===== src/rtl/srw_pkg.sv =====
package srw_pkg;
  localparam int BYTE_W = 8;
  localparam logic [BYTE_W-1:0] OPC_WREN = 8'h06;
  localparam logic [BYTE_W-1:0] OPC_WRSR = 8'h01;
endpackage


===== src/rtl/srw_sync.sv =====
module srw_sync #(
  parameter int W = 1,
  parameter int DEPTH = 2,
  parameter logic [W-1:0] RST_VAL = '0
) (
  input  logic         clk,
  input  logic         rst,
  input  logic [W-1:0] d,
  output logic [W-1:0] q
);
  logic [W-1:0] stage [DEPTH];

  always_ff @(posedge clk) begin
    if (rst) begin
      for (int i = 0; i < DEPTH; i++) stage[i] <= RST_VAL;
    end else begin
      stage[0] <= d;
      for (int i = 1; i < DEPTH; i++) stage[i] <= stage[i-1];
    end
  end

  assign q = stage[DEPTH-1];
endmodule


===== src/rtl/srw_shifter.sv =====
module srw_shifter #(
  parameter int BYTE_W = 8,
  parameter int CNT_W = $clog2(BYTE_W)
) (
  input  logic              clk,
  input  logic              rst,
  input  logic              clr,
  input  logic              shift_en,
  input  logic              sdi,
  output logic [CNT_W-1:0]  bit_cnt,
  output logic [1:0]        byte_cnt,
  output logic [BYTE_W-1:0] opcode,
  output logic [BYTE_W-1:0] data
);
  localparam logic [CNT_W-1:0] LAST_BIT = CNT_W'(BYTE_W - 1);

  logic [BYTE_W-1:0] sreg;
  logic [BYTE_W-1:0] full_byte;

  assign full_byte = {sreg[BYTE_W-2:0], sdi};

  always_ff @(posedge clk) begin
    if (rst || clr) begin
      sreg     <= '0;
      bit_cnt  <= '0;
      byte_cnt <= '0;
      opcode   <= '0;
      data     <= '0;
    end else if (shift_en) begin
      sreg    <= full_byte;
      bit_cnt <= (bit_cnt == LAST_BIT) ? '0 : bit_cnt + 1'b1;
      if (bit_cnt == LAST_BIT) begin
        if (byte_cnt == 2'd0) opcode <= full_byte;
        if (byte_cnt == 2'd1) data   <= full_byte;
        if (byte_cnt != 2'd3) byte_cnt <= byte_cnt + 2'd1;
      end
    end
  end
endmodule


===== src/rtl/srw_commit.sv =====
module srw_commit
  import srw_pkg::*;
#(
  parameter int CNT_W = 3,
  parameter int LOCK_BIT = 7,
  parameter int CODE_HI = 5,
  parameter int CODE_LO = 2
) (
  input  logic              clk,
  input  logic              rst,
  input  logic              cs_end,
  input  logic [CNT_W-1:0]  bit_cnt,
  input  logic [1:0]        byte_cnt,
  input  logic [BYTE_W-1:0] opcode,
  input  logic [BYTE_W-1:0] data,
  input  logic              wp,
  output logic              wel,
  output logic              lock,
  output logic              glb_pulse,
  output logic              glb_prot
);
  localparam int CODE_W = CODE_HI - CODE_LO + 1;

  logic [CODE_W-1:0] code;
  logic aligned, wren_ok, wrsr_seen, wrsr_full, blocked;
  logic wel_n, lock_n, pulse_n, prot_n;

  assign code      = data[CODE_HI:CODE_LO];
  assign aligned   = (bit_cnt == '0);
  assign wren_ok   = aligned && (byte_cnt == 2'd1) && (opcode == OPC_WREN);
  assign wrsr_seen = (byte_cnt != 2'd0) && (opcode == OPC_WRSR);
  assign wrsr_full = aligned && (byte_cnt >= 2'd2);
  assign blocked   = wp && !data[LOCK_BIT];

  always_comb begin
    wel_n   = wel;
    lock_n  = lock;
    pulse_n = 1'b0;
    prot_n  = glb_prot;
    if (cs_end) begin
      if (wren_ok) begin
        wel_n = 1'b1;
      end else if (wrsr_seen) begin
        wel_n = 1'b0;
        if (wrsr_full && wel && !blocked) begin
          lock_n = data[LOCK_BIT];
          if (!lock && (&code)) begin
            pulse_n = 1'b1;
            prot_n  = 1'b1;
          end else if (!lock && (code == '0)) begin
            pulse_n = 1'b1;
            prot_n  = 1'b0;
          end
        end
      end
    end
  end

  always_ff @(posedge clk) begin
    if (rst) begin
      wel       <= 1'b0;
      lock      <= 1'b0;
      glb_pulse <= 1'b0;
      glb_prot  <= 1'b0;
    end else begin
      wel       <= wel_n;
      lock      <= lock_n;
      glb_pulse <= pulse_n;
      glb_prot  <= prot_n;
    end
  end
endmodule


===== src/rtl/stsreg_wr_ctrl.sv =====
module stsreg_wr_ctrl
  import srw_pkg::*;
#(
  parameter int SYNC_DEPTH = 2,
  parameter int LOCK_BIT = 7,
  parameter int CODE_HI = 5,
  parameter int CODE_LO = 2
) (
  input  logic clk,
  input  logic rst,
  input  logic cs_n,
  input  logic sck,
  input  logic sdi,
  input  logic wr_prot,
  output logic wel,
  output logic lock,
  output logic glb_pulse,
  output logic glb_prot
);
  localparam int CNT_W = $clog2(BYTE_W);

  logic [3:0] pins_s;
  logic cs_s, sck_s, sdi_s, wp_s;
  logic sck_d, cs_d1, cs_d2;
  logic sck_rise, cs_end, idle;
  logic [CNT_W-1:0]  bit_cnt;
  logic [1:0]        byte_cnt;
  logic [BYTE_W-1:0] opcode, data;

  srw_sync #(.W(4), .DEPTH(SYNC_DEPTH), .RST_VAL(4'b1000)) u_sync (
    .clk(clk), .rst(rst), .d({cs_n, sck, sdi, wr_prot}), .q(pins_s)
  );
  assign {cs_s, sck_s, sdi_s, wp_s} = pins_s;

  always_ff @(posedge clk) begin
    if (rst) begin
      sck_d <= 1'b0;
      cs_d1 <= 1'b1;
      cs_d2 <= 1'b1;
    end else begin
      sck_d <= sck_s;
      cs_d1 <= cs_s;
      cs_d2 <= cs_d1;
    end
  end

  // Select is seen one cycle late, so a clock edge in its cycle counts.
  assign sck_rise = sck_s && !sck_d;
  assign cs_end   = cs_d1 && !cs_d2;
  assign idle     = cs_d1 && cs_d2;

  srw_shifter #(.BYTE_W(BYTE_W), .CNT_W(CNT_W)) u_shift (
    .clk(clk), .rst(rst), .clr(idle), .shift_en(sck_rise && !cs_d1),
    .sdi(sdi_s), .bit_cnt(bit_cnt), .byte_cnt(byte_cnt),
    .opcode(opcode), .data(data)
  );

  srw_commit #(.CNT_W(CNT_W), .LOCK_BIT(LOCK_BIT), .CODE_HI(CODE_HI),
               .CODE_LO(CODE_LO)) u_commit (
    .clk(clk), .rst(rst), .cs_end(cs_end), .bit_cnt(bit_cnt),
    .byte_cnt(byte_cnt), .opcode(opcode), .data(data), .wp(wp_s),
    .wel(wel), .lock(lock), .glb_pulse(glb_pulse), .glb_prot(glb_prot)
  );
endmodule


===== config.mk =====
export PLATFORM = sky130hd
export DESIGN_NAME = stsreg_wr_ctrl
export DESIGN_NICKNAME = d
export VERILOG_FILES = /design/src/rtl/srw_pkg.sv /design/src/rtl/srw_sync.sv /design/src/rtl/srw_shifter.sv /design/src/rtl/srw_commit.sv /design/src/rtl/stsreg_wr_ctrl.sv
export SDC_FILE = /design/constraint.sdc
export NUM_CORES = 1
export LEC_CHECK = 0
export ABC_AREA = 1
export BUFFER_PORTS_ARGS = -buffer_cell sky130_fd_sc_hd__buf_2
export CAP_MARGIN = 25
export CORE_ASPECT_RATIO = 1.4
export CORE_MARGIN = 2
export CORE_UTILIZATION = 26
export CTS_CLUSTER_SIZE = 14
export DETAILED_ROUTE_END_ITERATION = 12
export GPL_TIMING_DRIVEN = 0
export PLACE_DENSITY = 0.44
export SKIP_LAST_GASP = 1
export SLEW_MARGIN = 20
export SYNTH_ARGS = -nofsm -noshare
export SYNTH_HDL_FRONTEND = slang
export SYNTH_HIERARCHICAL = 1
export SYNTH_SLANG_ARGS = --single-unit

===== constraint.sdc =====
create_clock -name clk -period 2.7 [get_ports clk]
set_clock_uncertainty 0.1 [all_clocks]
set_input_delay 0.27 -clock clk [delete_from_list [all_inputs] [get_ports clk]]
set_output_delay 0.27 -clock clk [all_outputs]
set_load 0.01 [all_outputs]

### Yosys cells after proc, flatten, opt, wreduce, memory -nomap -nowiden

Memory sizes are Yosys's and may differ from the RTL's.
Index checks and enable logic that the tools add are counted.

| word-level totals | value |
|---|---|
| output and inout bits | 4 |
| latch bits | 0 |
| register bits after elaboration | 35 |
| RAM bits | 8 |
| memories kept | 1 |
| input bits | 6 |
| ROM bits | 0 |
| logic and storage cells | 73 |

Memory list:

| memory | words | bits a word | read ports | clocked after Yosys merged registers in | write ports | RTL line | RTL |
|---|---|---|---|---|---|---|---|
| u_sync.stage | 2 | 4 | 2 | 0 | 2 | srw_sync.sv:11 | `logic [W-1:0] stage [DEPTH];` |

| cells by class | value |
|---|---|
| shift-type cells | 0 |
| equality and inequality tests | 5 |
| magnitude comparators | 1 |
| multiply operators | 0 |
| $add $sub $neg | 2 |
| multiplexer cells | 12 |
| divide/modulo/power cells | 0 |
| reduce and logical (&&, ||, !) cells | 34 |
| bitwise operators | 6 |

Operator list:

| operator | count |
|---|---|
| 1-bit logical AND | 13 |
| 1-bit 2-to-1 mux | 9 |
| 3-bit AND reduction | 3 |
| 8-bit by 1-bit equality test with 1-bit output (second input constant) | 1 |
| 8-bit by 3-bit equality test with 1-bit output (second input constant) | 1 |
| 4-bit 2-to-1 mux | 2 |
| 4-bit AND reduction | 2 |
| 1-bit zero test | 6 |
| 2-bit nonzero test | 3 |
| 5-bit AND reduction | 1 |
| 5-bit OR reduction | 1 |
| 4-bit zero test | 1 |
| 1-bit NOT | 4 |
| 3-bit by 1-bit adder with 3-bit output (second input constant) | 1 |
| 3-bit equality test (second input constant) | 1 |
| 3-bit zero test | 1 |
| 3-bit 2-to-1 mux | 1 |
| 2-bit by 1-bit adder with 2-bit output (second input constant) | 1 |
| 2-bit by 1-bit equality test with 1-bit output (second input constant) | 1 |
| 2-bit greater-or-equal comparator (second input constant) | 1 |
| 2-bit zero test | 1 |
| 2-bit != test (second input constant) | 1 |
| 1-bit bitwise OR | 2 |
| 2-bit AND reduction | 1 |
| 1-bit logical OR | 1 |

### Logic depth before layout (Yosys ltp)

| logic depth | value |
|---|---|
| word-level depth | 6 |
| gate-level depth with buffers | 9 |
| gate-level depth less buffers | 9 |

### Cells and area by module

Netlist, hierarchy kept.

By module, submodules not included:

| module | instances | sequential area each (um2) | cells each | area an instance (um2) |
|---|---|---|---|---|
| srw_shifter | 1 | 560.5 | 167 | 1,172.4 |
| srw_commit | 1 | 80.1 | 51 | 295.3 |
| srw_sync | 1 | 160.2 | 29 | 254.0 |
| stsreg_wr_ctrl | 1 | 60.1 | 13 | 102.6 |

### Worst setup path before layout

OpenSTA, ideal clock, no wires.

| timing path | value |
|---|---|
| path kind | register to register |
| start point | memory u_sync.stage[1][2] (netlist: u_sync/stage[0][6]) |
| end point | register u_shift.data[0] |
| path slack | 1,282 ps |
| setup time | 113 ps |
| period minus slack after synthesis | 1,418 ps |
| stages on the path, launching flop included | 8 |
| required time | 2,487 ps |
| arrival | 1,205 ps |
| buffers on the path | 2 |
| cells stage by stage | dfxtp_1 buf_4 nand2_1 nor2_1 nand3_2 buf_2 nor2_1 nor2_1 |

RTL lines:

| element | RTL line | RTL |
|---|---|---|
| from (decl) | srw_sync.sv:11 |  |
| to (signal assigned) | srw_shifter.sv:34 | `if (byte_cnt == 2'd1) data <= full_byte;` |
| to (decl) | srw_shifter.sv:13 | `output logic [BYTE_W-1:0] data` |

==> results by group <==
Global routing
  – Gr usage total: 0.101
  – GR Overflow Total: 0
  – First-pass GRT wire length: about 5600 um
  – Vias in the first global route: around 1300
  – Largest net degree at the start of global routing: 16
  – Initial antenna violation count: 0

Pwr
  – Pint: about 0.93 mW
  – Leakage: between 1 and 1.5 nW
  – Sw Share: 0.191
  – Peak supply drop: approximately 0.00027 V
  – PwrDens: 585 nW/um^2
  – Sw Pwr: 0.220 mW
  – Logic gate share of total power: 0.020
  – Sequential share of power: 0.519
  – Clock power share: 0.461

Synthesis
  – Synthesis Warnings: 6
  – Post-Syn Area: 1710 sq um
  – Syn Nets: approximately 250
  – Post-Syn Instances: roughly 240
  – Avg Inst Size Synth: 7.06 sq um

Drt
  – Post-route ant nets: 0
  – Post-DR wirelength/cell: approximately 9.8 um
  – DR DRC count: 0
  – Vias: about 1300
  – Wirelength, routed: 3250 um
  – Vias per cell: ~4.1
  – Router iterations before antenna repair: 4
  – 1st-iter DRT viols: 36

Critical path
  – Slowest cell on crit path: nor2_1
  – Critical path launch point type: flip-flop
  – Worst path cell trace: buf_4, nand2_1, nor2_1, nand3_2, buf_2, nor2_1, nor2_1
  – Critical path endpoint category: flip-flop
  – Buf/Inv on CP: 2
  – Most used cell, CP: nor2_1
  – CP max FO: 10
  – WP data required: ~2.8 ns
  – CP max stage delay: 0.35 ns
  – Setup Crit Path Kind: reg -> reg
  – Critical path's top delay family: simple AND/OR/NAND/NOR gates
  – Critical path arrival: approximately 1.8 ns

Cells and area
  – Post-layout util: 0.313
  – Fin cells: 331
  – ANT cells: 0
  – Final net count: 270
  – Area Overhead vs Synth: 15.3%
  – Layout cells sized above 1: 0.127

Clocking
  – Post-CTS Hold Buffers: 0
  – CTS Root Cell: clkbuf_8
  – Post-CTS Setup Inserts: 0
  – Clock-pin slew on the worst setup and hold paths: about 0.080 ns
  – CTS H-tree lvls: 2
  – CTS tree: built
  – Skew-Pair Late Insertion Delay: around 0.28 ns
  – Cells resized by post-CTS repair: 0
  – Cts bufs inserted: 5
  – Clock Sinks: 40
  – Clk buf depth: 2

STA
  – Fmax: between 500 and 600 MHz
  – Fin crit period: 1.67 ns
  – Worst-Margin Slew: ~0.46 ns
  – Slew margin rel.: 0.694
  – Setup tns final: 0 ns
  – Final hold slack: between 0.05 and 0.06 ns
  – Final Hold Fails: 0
  – Unrepaired setup endpoints after global routing: false
  – Final setup fails: 0
  – Tcrit/Tclk final: 0.620
  – Fin. max-slew vios: 0

Floorplan
  – # IOs: 10
  – Die Wd: 72.5 um
  – Core box area: approximately 6300 sq um
  – Initial Util: 0.271
  – Die area: slightly above 7000 sq um
  – Die height: approximately 100 um
  – Row Count: 34

Job
  – MaxCap Viol Count: 0

Min path
  – Worst hold path class: in -> reg

Placement
  – Post-Place Cells: between 300 and 400
  – GPL Wtd Cong: between 0.7 and 0.8
  – Number of port buffers: 9
  – Final HPWL DP: ~2400 um

Run status
  – Status: finished, final reports clean
power by group through the flow:
stage	Clock [mW]	Sequential (mW)	Combinational (mW)
global route	0.581	0.598	0.0268
finish	0.531	0.598	0.0233
global placement	0	0.612	0.0238
floorplan	0	0.611	0.0139
detailed placement	0	0.612	0.0239
CTS	0.557	0.598	0.0239
cell usage in the layout, fill, tap and decap left out, types with 2 or more instances in the layout:
cell	instances
ha_1	6
nand3_1	6
nand3_2	2
o21ai_0	9
clkbuf_8	7
or2_1	2
nor2_2	2
dfxtp_1	40
nand2_1	48
buf_4	4
a21oi_1	3
buf_2	13
nor2_1	69
inv_1	37
through the flow:
stage / power (mW) / worst slack (ns) / instance area [sq um]
6_report: 1.15 / 1.03 / 1970
5_1_grt: 1.21 / 0.831 / 1970
2_1_floorplan: 0.625 / 1.28 / 1710
3_3_place_gp: 0.635 / 1.00 / 1840
3_5_place_dp: 0.636 / 0.993 / 1840
4_1_cts: 1.18 / 0.971 / 1970
worst register-to-register path, delay by kind of cell, from the launching register on:
family | cells | cell delay [ns]
buf+inv | 2 | 0.36
flops | 1 | 0.31
simple gates | 5 | 0.80
area by class of cell:
| type | instances | area, sq um |
|---|---|---|
| timing repair buffer | 9 | 45.0 |
| inverter | 39 | 146 |
| clock inverter | 1 | 30.0 |
| clock buffer | 7 | 96.3 |
| sequential | 40 | 801 |
| tap | 72 | 90.1 |
| buffer | 9 | 53.8 |
| multi-input combinational | 154 | 707 |
| fill | 710 | 4330 |
metal layers:
metal / part of all wire / vias to the layer above / GRT usage
li1: - / 744 / -
met1: 0.44 / 593 / 0.104
met2: 0.52 / 8 / 0.186
met3: 0.016 / 4 / 0.0211
met4: 0.020 / 0 / 0.0513
met5: 0 / - / 0
worst paths after layout:
check | slack, ns | start | end | depth (start not counted)
hold / removal | 0.06 | cs_n | u_sync/stage[0][3]$_SDFF_PP1_ | 3
setup / recovery | 1.03 | u_sync/stage[0][6]$_SDFF_PP0_ | u_shift/opcode[0]$_SDFFE_PP0P_ | 7
setup reg to reg | 1.03 | u_sync/stage[0][6]$_SDFF_PP0_ | u_shift/opcode[0]$_SDFFE_PP0P_ | 7
hold reg to reg | 0.30 | u_sync/stage[0][2]$_SDFF_PP0_ | u_sync/stage[0][6]$_SDFF_PP0_ | 2
registers in the layout, summed over array words and instances, names as in the netlist, 2 cells and up:
signal and flops:
u_shift/byte_cnt 2, u_shift/sreg 7, u_shift/data 5, u_shift/opcode 8
u_shift/bit_cnt 3, u_sync/stage 8
Note: power is estimated with default switching activity, not from simulation.
